**src/rtl/adc_seq_pkg.sv**
```systemverilog
package adc_seq_pkg;

    typedef enum logic [1:0] {
        MODE_NORM = 2'd0,
        MODE_SELF = 2'd1,
        MODE_ZSYS = 2'd2,
        MODE_FSYS = 2'd3
    } cal_mode_e;

    typedef struct packed {
        cal_mode_e  mode;
        logic [2:0] gain;
        logic       unipolar;
        logic       buf_en;
        logic       fsync;
    } setup_t;

    typedef enum logic [2:0] {
        ST_HOLD   = 3'd0,
        ST_SETTLE = 3'd1,
        ST_CONV   = 3'd2,
        ST_ZERO   = 3'd3,
        ST_FULL   = 3'd4,
        ST_FIN    = 3'd5
    } seq_state_e;

    typedef enum logic [1:0] {
        SRC_INPUT = 2'd0,
        SRC_SHORT = 2'd1,
        SRC_REF   = 2'd2
    } src_sel_e;

    localparam setup_t SETUP_RESET = '{
        mode:     MODE_NORM,
        gain:     3'd0,
        unipolar: 1'b0,
        buf_en:   1'b0,
        fsync:    1'b1
    };

endpackage

```
**src/rtl/adc_setup_regs.sv**
```systemverilog
module adc_setup_regs
    import adc_seq_pkg::*;
(
    input  logic       clk,
    input  logic       rst_n,
    input  logic       wr_en,
    input  logic [7:0] wr_data,
    input  logic       cal_done,
    output setup_t     cfg_o,
    output logic       restart_o
);

    typedef struct packed {
        setup_t cfg;
        logic   restart;
    } regs_t;

    regs_t r_d, r_q;

    always_comb begin
        r_d         = r_q;
        r_d.restart = 1'b0;
        if (cal_done) begin
            r_d.cfg.mode = MODE_NORM;
        end
        if (wr_en) begin
            r_d.cfg     = setup_t'(wr_data);
            r_d.restart = 1'b1;
        end
    end

    always_ff @(posedge clk or negedge rst_n) begin
        if (!rst_n) begin
            r_q <= '{cfg: SETUP_RESET, restart: 1'b0};
        end else begin
            r_q <= r_d;
        end
    end

    assign cfg_o     = r_q.cfg;
    assign restart_o = r_q.restart;

    // a written byte is what the register holds afterwards
    a_r2_write_lands: assert property (@(posedge clk) disable iff (!rst_n)
        wr_en |=> (cfg_o == $past(wr_data)));

    // a finished calibration with no competing write leaves mode 00
    a_r9_mode_clears: assert property (@(posedge clk) disable iff (!rst_n)
        (cal_done && !wr_en) |=> (cfg_o.mode == MODE_NORM));

endmodule

```
**src/rtl/adc_tick_counter.sv**
```systemverilog
module adc_tick_counter #(
    parameter int unsigned SETTLE_TICKS = 3
) (
    input  logic clk,
    input  logic rst_n,
    input  logic clr,
    input  logic tick,
    output logic last
);

    localparam int unsigned CW = (SETTLE_TICKS > 1) ? $clog2(SETTLE_TICKS) : 1;
    localparam logic [CW-1:0] LAST_VAL = CW'(SETTLE_TICKS - 1);

    logic [CW-1:0] cnt_d, cnt_q;

    assign last = tick && (cnt_q == LAST_VAL);

    always_comb begin
        cnt_d = cnt_q;
        if (clr) begin
            cnt_d = '0;
        end else if (tick) begin
            cnt_d = (cnt_q == LAST_VAL) ? '0 : cnt_q + 1'b1;
        end
    end

    always_ff @(posedge clk or negedge rst_n) begin
        if (!rst_n) begin
            cnt_q <= '0;
        end else begin
            cnt_q <= cnt_d;
        end
    end

    // the tick count never runs past the settling length
    a_r4_count_bound: assert property (@(posedge clk) disable iff (!rst_n)
        cnt_q <= LAST_VAL);

endmodule

```
**src/rtl/adc_cal_fsm.sv**
```systemverilog
module adc_cal_fsm
    import adc_seq_pkg::*;
(
    input  logic       clk,
    input  logic       rst_n,
    input  cal_mode_e  mode,
    input  logic       fsync,
    input  logic       restart,
    input  logic       tick,
    input  logic       cnt_last,
    output logic       cnt_clr,
    output logic       data_load,
    output logic       lat_off,
    output logic       lat_fs,
    output logic       cal_done,
    output logic       data_rdy,
    output logic [1:0] src_sel
);

    typedef struct packed {
        seq_state_e state;
        logic       rdy;
    } fsm_t;

    fsm_t s_d, s_q;

    logic in_cal;
    logic start_cal;
    logic go_settle;

    assign in_cal = (s_q.state == ST_ZERO) || (s_q.state == ST_FULL) ||
                    (s_q.state == ST_FIN);

    assign start_cal = !fsync && (mode != MODE_NORM) &&
                       ((s_q.state == ST_HOLD) || restart);
    assign go_settle = !fsync && (mode == MODE_NORM) &&
                       ((s_q.state == ST_HOLD) || (restart && in_cal));

    always_comb begin
        s_d       = s_q;
        cnt_clr   = 1'b0;
        data_load = 1'b0;
        lat_off   = 1'b0;
        lat_fs    = 1'b0;
        cal_done  = 1'b0;
        if (fsync) begin
            s_d.state = ST_HOLD;
            cnt_clr   = 1'b1;
        end else if (start_cal) begin
            s_d.state = (mode == MODE_FSYS) ? ST_FULL : ST_ZERO;
            s_d.rdy   = 1'b1;
            cnt_clr   = 1'b1;
        end else if (go_settle) begin
            s_d.state = ST_SETTLE;
            cnt_clr   = 1'b1;
        end else begin
            unique case (s_q.state)
                ST_SETTLE: begin
                    if (cnt_last) begin
                        s_d.state = ST_CONV;
                        s_d.rdy   = 1'b0;
                        data_load = 1'b1;
                    end
                end
                ST_CONV: begin
                    if (tick) begin
                        s_d.rdy   = 1'b0;
                        data_load = 1'b1;
                    end
                end
                ST_ZERO: begin
                    if (cnt_last) begin
                        lat_off = 1'b1;
                        cnt_clr = 1'b1;
                        if (mode == MODE_SELF) begin
                            s_d.state = ST_FULL;
                        end else begin
                            s_d.state = ST_FIN;
                            cal_done  = 1'b1;
                        end
                    end
                end
                ST_FULL: begin
                    if (cnt_last) begin
                        lat_fs    = 1'b1;
                        cnt_clr   = 1'b1;
                        cal_done  = 1'b1;
                        s_d.state = ST_FIN;
                    end
                end
                ST_FIN: begin
                    if (tick) begin
                        s_d.state = ST_CONV;
                        s_d.rdy   = 1'b0;
                        data_load = 1'b1;
                    end
                end
                default: begin
                    s_d.state = ST_HOLD;
                end
            endcase
        end
    end

    always_ff @(posedge clk or negedge rst_n) begin
        if (!rst_n) begin
            s_q <= '{state: ST_HOLD, rdy: 1'b1};
        end else begin
            s_q <= s_d;
        end
    end

    always_comb begin
        src_sel = SRC_INPUT;
        if (mode == MODE_SELF) begin
            if (s_q.state == ST_ZERO) begin
                src_sel = SRC_SHORT;
            end else if (s_q.state == ST_FULL) begin
                src_sel = SRC_REF;
            end
        end
    end

    assign data_rdy = s_q.rdy;

    // the sync bit blocks every load and latch
    a_r3_sync_blocks: assert property (@(posedge clk) disable iff (!rst_n)
        fsync |-> (!data_load && !lat_off && !lat_fs));

    // the sync bit never raises a low data-ready
    a_r3_sync_keeps_low: assert property (@(posedge clk) disable iff (!rst_n)
        (fsync && !data_rdy) |=> !data_rdy);

    // a word load drops data-ready
    a_r5_load_clears_rdy: assert property (@(posedge clk) disable iff (!rst_n)
        data_load |=> !data_rdy);

    // entering a calibration from outside one leaves data-ready high
    a_r6_start_raises_rdy: assert property (@(posedge clk) disable iff (!rst_n)
        (in_cal && !$past(in_cal)) |-> data_rdy);

endmodule

```
**src/rtl/adc_coef_store.sv**
```systemverilog
module adc_coef_store #(
    parameter int unsigned DATA_W = 16
) (
    input  logic              clk,
    input  logic              rst_n,
    input  logic              lat_off,
    input  logic              lat_fs,
    input  logic [DATA_W-1:0] sample,
    output logic [DATA_W-1:0] offset_o,
    output logic [DATA_W-1:0] fullscale_o
);

    typedef struct packed {
        logic [DATA_W-1:0] off;
        logic [DATA_W-1:0] fs;
    } coef_t;

    coef_t c_d, c_q;

    always_comb begin
        c_d = c_q;
        if (lat_off) begin
            c_d.off = sample;
        end
        if (lat_fs) begin
            c_d.fs = sample;
        end
    end

    always_ff @(posedge clk or negedge rst_n) begin
        if (!rst_n) begin
            c_q <= '0;
        end else begin
            c_q <= c_d;
        end
    end

    assign offset_o    = c_q.off;
    assign fullscale_o = c_q.fs;

    // the offset word moves only on an offset latch
    a_r7_offset_stable: assert property (@(posedge clk) disable iff (!rst_n)
        !lat_off |=> $stable(offset_o));

    // the full-scale word moves only on a full-scale latch
    a_r8_fullscale_stable: assert property (@(posedge clk) disable iff (!rst_n)
        !lat_fs |=> $stable(fullscale_o));

endmodule

```
**src/rtl/adc_cal_sequencer.sv**
```systemverilog
module adc_cal_sequencer
    import adc_seq_pkg::*;
#(
    parameter int unsigned DATA_W       = 16,
    parameter int unsigned SETTLE_TICKS = 3
) (
    input  logic              clk,
    input  logic              rst_n,
    input  logic              wr_en,
    input  logic [7:0]        wr_data,
    output logic [7:0]        rd_data,
    input  logic              upd_tick,
    input  logic [DATA_W-1:0] filt_result,
    output logic              data_load,
    output logic              data_rdy,
    output logic [DATA_W-1:0] offset_coef,
    output logic [DATA_W-1:0] fullscale_coef,
    output logic [1:0]        src_sel,
    output logic [7:0]        gain_factor,
    output logic              unipolar,
    output logic              buf_en
);

    localparam int unsigned GAIN_STEPS = 8;

    setup_t cfg;
    logic   restart;
    logic   cal_done;
    logic   cnt_clr;
    logic   cnt_last;
    logic   lat_off;
    logic   lat_fs;

    adc_setup_regs u_regs (
        .clk       (clk),
        .rst_n     (rst_n),
        .wr_en     (wr_en),
        .wr_data   (wr_data),
        .cal_done  (cal_done),
        .cfg_o     (cfg),
        .restart_o (restart)
    );

    adc_tick_counter #(
        .SETTLE_TICKS (SETTLE_TICKS)
    ) u_cnt (
        .clk   (clk),
        .rst_n (rst_n),
        .clr   (cnt_clr),
        .tick  (upd_tick),
        .last  (cnt_last)
    );

    adc_cal_fsm u_fsm (
        .clk       (clk),
        .rst_n     (rst_n),
        .mode      (cfg.mode),
        .fsync     (cfg.fsync),
        .restart   (restart),
        .tick      (upd_tick),
        .cnt_last  (cnt_last),
        .cnt_clr   (cnt_clr),
        .data_load (data_load),
        .lat_off   (lat_off),
        .lat_fs    (lat_fs),
        .cal_done  (cal_done),
        .data_rdy  (data_rdy),
        .src_sel   (src_sel)
    );

    adc_coef_store #(
        .DATA_W (DATA_W)
    ) u_coef (
        .clk         (clk),
        .rst_n       (rst_n),
        .lat_off     (lat_off),
        .lat_fs      (lat_fs),
        .sample      (filt_result),
        .offset_o    (offset_coef),
        .fullscale_o (fullscale_coef)
    );

    generate
        for (genvar g = 0; g < GAIN_STEPS; g++) begin : g_gain
            assign gain_factor[g] = (cfg.gain == 3'(g));
        end
    endgenerate

    assign rd_data  = cfg;
    assign unipolar = cfg.unipolar;
    assign buf_en   = cfg.buf_en;

    // exactly one gain factor bit is ever set
    a_r2_gain_onehot: assert property (@(posedge clk) disable iff (!rst_n)
        $countones(gain_factor) == 1);

endmodule

```
**config.mk**
```make
export PLATFORM = sky130hd
export DESIGN_NAME = adc_cal_sequencer
export DESIGN_NICKNAME = d
export VERILOG_FILES = /design/src/rtl/adc_seq_pkg.sv /design/src/rtl/adc_setup_regs.sv /design/src/rtl/adc_tick_counter.sv /design/src/rtl/adc_cal_fsm.sv /design/src/rtl/adc_coef_store.sv /design/src/rtl/adc_cal_sequencer.sv
export SDC_FILE = /design/constraint.sdc
export NUM_CORES = 1
export LEC_CHECK = 0
export BUFFER_PORTS_ARGS = -buffer_cell sky130_fd_sc_hd__buf_2
export CAP_MARGIN = 5
export CORE_MARGIN = 2
export CORE_UTILIZATION = 49
export CTS_CLUSTER_DIAMETER = 100
export CTS_CLUSTER_SIZE = 25
export DETAILED_ROUTE_END_ITERATION = 16
export PLACE_DENSITY = 0.79
export SLEW_MARGIN = 10
export SYNTH_ARGS = -nofsm -noshare
export SYNTH_HDL_FRONTEND = slang
export SYNTH_SLANG_ARGS = --single-unit
export TNS_END_PERCENT = 20
```
**constraint.sdc**
```tcl
create_clock -name clk -period 2 [get_ports clk]
set_input_delay 0.2 -clock clk [delete_from_list [all_inputs] [get_ports clk]]
set_output_delay 0.2 -clock clk [all_outputs]
set_load 0.03 [all_outputs]
```
==> flow_summary.json <==
{
  "outcome": "completed",
  "synth-seq-cells": 47,
  "vias": 1583,
  "drt_iter0_markers": 106,
  "via_per_inst": 5.156,
  "setup-violations-final": 0,
  "io_buffers": 81,
  "p_total_mw": 2.285,
  "rows": 24,
  "nets": 282,
  "route.detailed.drc": 0,
  "syn-instance-count": 173,
  "worstRegToRegCells": 5,
  "max_stage_delay_ns": 0.46,
  "die_h_um": 70.83,
  "yosys.area_share.adder": 0,
  "dpl.hpwl_mm": 3.400,
  "met1_usage": 0.2161,
  "slew_violations": 0,
  "fmax_ghz": 0.5197,
  "grt_busiest_layer": "met2",
  "grt_use_met2": 0.3240,
  "rsz0062_at_grt": "yes",
  "gp_congestion": 0.8452,
  "cp_cell_sequence": "or2b_1 > xnor2_2 > a21oi_2 > nor4_2 > buf_4",
  "synth_simple_gate_area_frac": 0.1407,
  "grt_overflow_total": 0,
  "yosys.area_share.xor_xnor": 0.008005,
  "cp-start-kind": "flip-flop",
  "synth_area_leaders": "dfrtp_1 51%, mux2_2 14%, mux2_4 6.9%, dfstp_2 2.4%, nor2_1 2.1%",
  "io_pins": 82,
  "critPathBufInv": 1,
  "worstSkewPairLatency_ns": 0.30,
  "drive_above_1_share": 0.5529,
  "area_growth_pct": 24.41,
  "critPathKind": "reg2out",
  "synth-main-ff-cell": "dfrtp_1",
  "synth.area.mux_share": 0.2121,
  "grtUsageMet3": 0.04274,
  "start_util": 0.5061,
  "worstSetupPathDepth": 5,
  "grtUsageTotal": 0.1820,
  "whs_path_depth": 3,
  "synth_compound_area_frac": 0.05432,
  "finalHoldViolations": 0,
  "diodes": 0,
  "synth_cell_types": 39,
  "ys_async_sr_fraction": 1.000,
  "tritoncts": "done",
  "cap_viol_max_count": 0,
  "cp.required_ns": 1.80,
  "fillCellCount": 374,
  "tightest_slew_ns": 0.5261,
  "slew_headroom": 0.6493,
  "grt_pass1_wl_mm": 7.148,
  "crit_family": "simple AND/OR/NAND/NOR gates",
  "irDropWorstVdd_v": 0.0003790,
  "synth_edf_count": 0,
  "cts_max_level": 2,
  "fin_crit_ns": 1.924,
  "critPathCaptureType": "output pin",
  "postRouteAntennaNets": 0,
  "syn_nets": 201,
  "cp_slowest_cell": "dfrtp_2",
  "numCtsBuffers": 5,
  "hold_class": "in2reg",
  "grt_pass1_vias": 1533,
  "ys_warn_count": 0,
  "whs_ns": 0.1142,
  "core-area_sq_um": 4324,
  "synth_common_cells": "45 x dfrtp_1, 27 x mux2_2, 12 x nor2_1, 10 x mux2_4, 10 x nand2_1",
  "drt_pass1_iterations": 4,
  "arrival_ns": 1.72,
  "die_area_sq_um": 5017,
  "clockBufferDepth": 2,
  "fin_setup_tns_ns": 0,
  "cts_sinks": 47,
  "antenna_found_initial": 0,
  "cts_root_buf": "clkbuf_8",
  "p_leak_nw": 1.524,
  "clkTransAtPathRegs_ns": 0.08,
  "cp_max_fo": 9,
  "synth_top_family_by_area": "multiplexers",
  "ys_seq_area_frac": 0.5386,
  "drt_wl_total_mm": 4.423,
  "clock_skew_ns": 0.006817,
  "grt_start_max_net_pins": 26,
  "netlist.area_leader.share": 0.5146,
  "die_width_um": 70.83,
  "postSynthAreaPerCell_sq_um": 12.65,
  "period_share": 0.9621,
  "yosysMostFrequentCell": "dfrtp_1",
  "netlist_area_sq_um": 2188,
  "synth_largest_area_cell": "dfrtp_1",
  "cellPowerDensity_nw_per_um2": 839.4,
  "routedWlPerCell_um": 14.41
}
[logic make-up after synthesis]
kind of cell / Yosys count
xor gates and xnor gates: 2
buffers and inverters: 14
DFF: 47
AOI/OAI and AO/OA: 19
muxes: 38
and+or+nand+nor: 53
[worst paths after layout]
| check | from | end | slack [ns] |
|---|---|---|---|
| max | u_fsm.s_q[3] | data_load | 0.08 |
| min | wr_data[6] | u_regs.cfg_o[6] | 0.11 |
| max reg2reg | u_fsm.s_q[1] | u_fsm.s_q[2] | 0.26 |
| min reg2reg | u_coef.offset_o[2] | u_coef.offset_o[2] | 0.50 |
| max in group asynchronous | rst_n | u_coef.offset_o[6] | 1.08 |
| min in group asynchronous | rst_n | u_coef.fullscale_o[7] | 0.41 |
[worst min-delay path, cell delays in order]
cell and delay [ns]:
buf_2 0.07, nand2_1 0.04, o21ai_0 0.06
[repair_timing]
| action | CTS | global route |
|---|---|---|
| hold buffers | 1 | 0 |
| cloned | 0 | 0 |
| hold endpoints to repair | 20 | 0 |
| endpoints found under the setup margin | 1 | 1 |
| gates resized for setup | 5 | 1 |
| setup buffers | 0 | 1 |
| pin swaps | 1 | 0 |
[cell type report]
class,instances,area (sq um),share of cell area
inverter,3,11.26,0.004136
timing repair buffer,85,452.9,0.1664
tap,52,65.06,0.02390
multi-input combinational,112,925.9,0.3401
sequential,47,1182,0.4343
clock buffer,6,72.57,0.02665
clock inverter,2,12.51,0.004596
[report_power, final]
part	internal (mW)	total (mW)	switching, mW
Combinational	0.258	0.622	0.364
Sequential	1.03	1.12	0.0894
Clock	0.244	0.543	0.299
[metal layers]
| metal | up-vias | part of all wire |
|---|---|---|
| li1 | 767 | - |
| met1 | 776 | 0.40 |
| met2 | 31 | 0.54 |
| met3 | 9 | 0.037 |
| met4 | 0 | 0.017 |
| met5 | - | 0 |
[sequential cells by signal, indices dropped and copies added, names as in the netlist]
register / flops
u_cnt.cnt_q: 2
u_coef.fullscale_o: 16
u_coef.offset_o: 16
u_fsm.data_rdy: 1
u_fsm.s_q: 3
u_regs.cfg_o: 8
u_regs.restart_o: 1
[per-stage QoR]
step | std cells | worst slack (ns) | utilization | area (sq um)
2_1_floorplan | 173 | 0.09937 | - | 2195
3_3_place_gp | 297 | 0.2128 | 0.6019 | 2603
3_5_place_dp | 297 | 0.1805 | 0.6019 | 2603
4_1_cts | 306 | 0.02959 | 0.6276 | 2714
5_1_grt | 307 | -0.02308 | 0.6296 | 2723
6_report | 307 | 0.07586 | 0.6296 | 2723
[placed cells by master, fill, tap and decap left out, drive strengths merged]
| cell type | Yosys | routed |
|---|---|---|
| a211o | 1 | 1 |
| a21oi | 5 | 5 |
| and3 | 1 | 1 |
| and3b | 3 | 3 |
| buf | 8 | 84 |
| clkbuf | 3 | 6 |
| clkinv | 0 | 1 |
| clkinvlp | 0 | 1 |
| dfrtp | 45 | 45 |
| dfstp | 2 | 2 |
| dlygate4sd3 | 0 | 1 |
| inv | 3 | 3 |
| mux2 | 37 | 37 |
| mux2i | 1 | 1 |
| nand2 | 12 | 12 |
| nand2b | 3 | 3 |
| nand3b | 3 | 3 |
| nor2 | 12 | 12 |
| nor2b | 2 | 2 |
| nor3 | 7 | 7 |
| nor3b | 3 | 3 |
| nor4 | 2 | 2 |
| o211a | 1 | 1 |
| o21a | 1 | 1 |
| o21ai | 7 | 7 |
| o221ai | 1 | 1 |
| o22a | 1 | 1 |
| o22ai | 1 | 1 |
| o311ai | 1 | 1 |
| or2 | 1 | 1 |
| or2b | 3 | 3 |
| or3b | 1 | 1 |
| xnor2 | 2 | 2 |
Power figures use the tool's default switching activity.
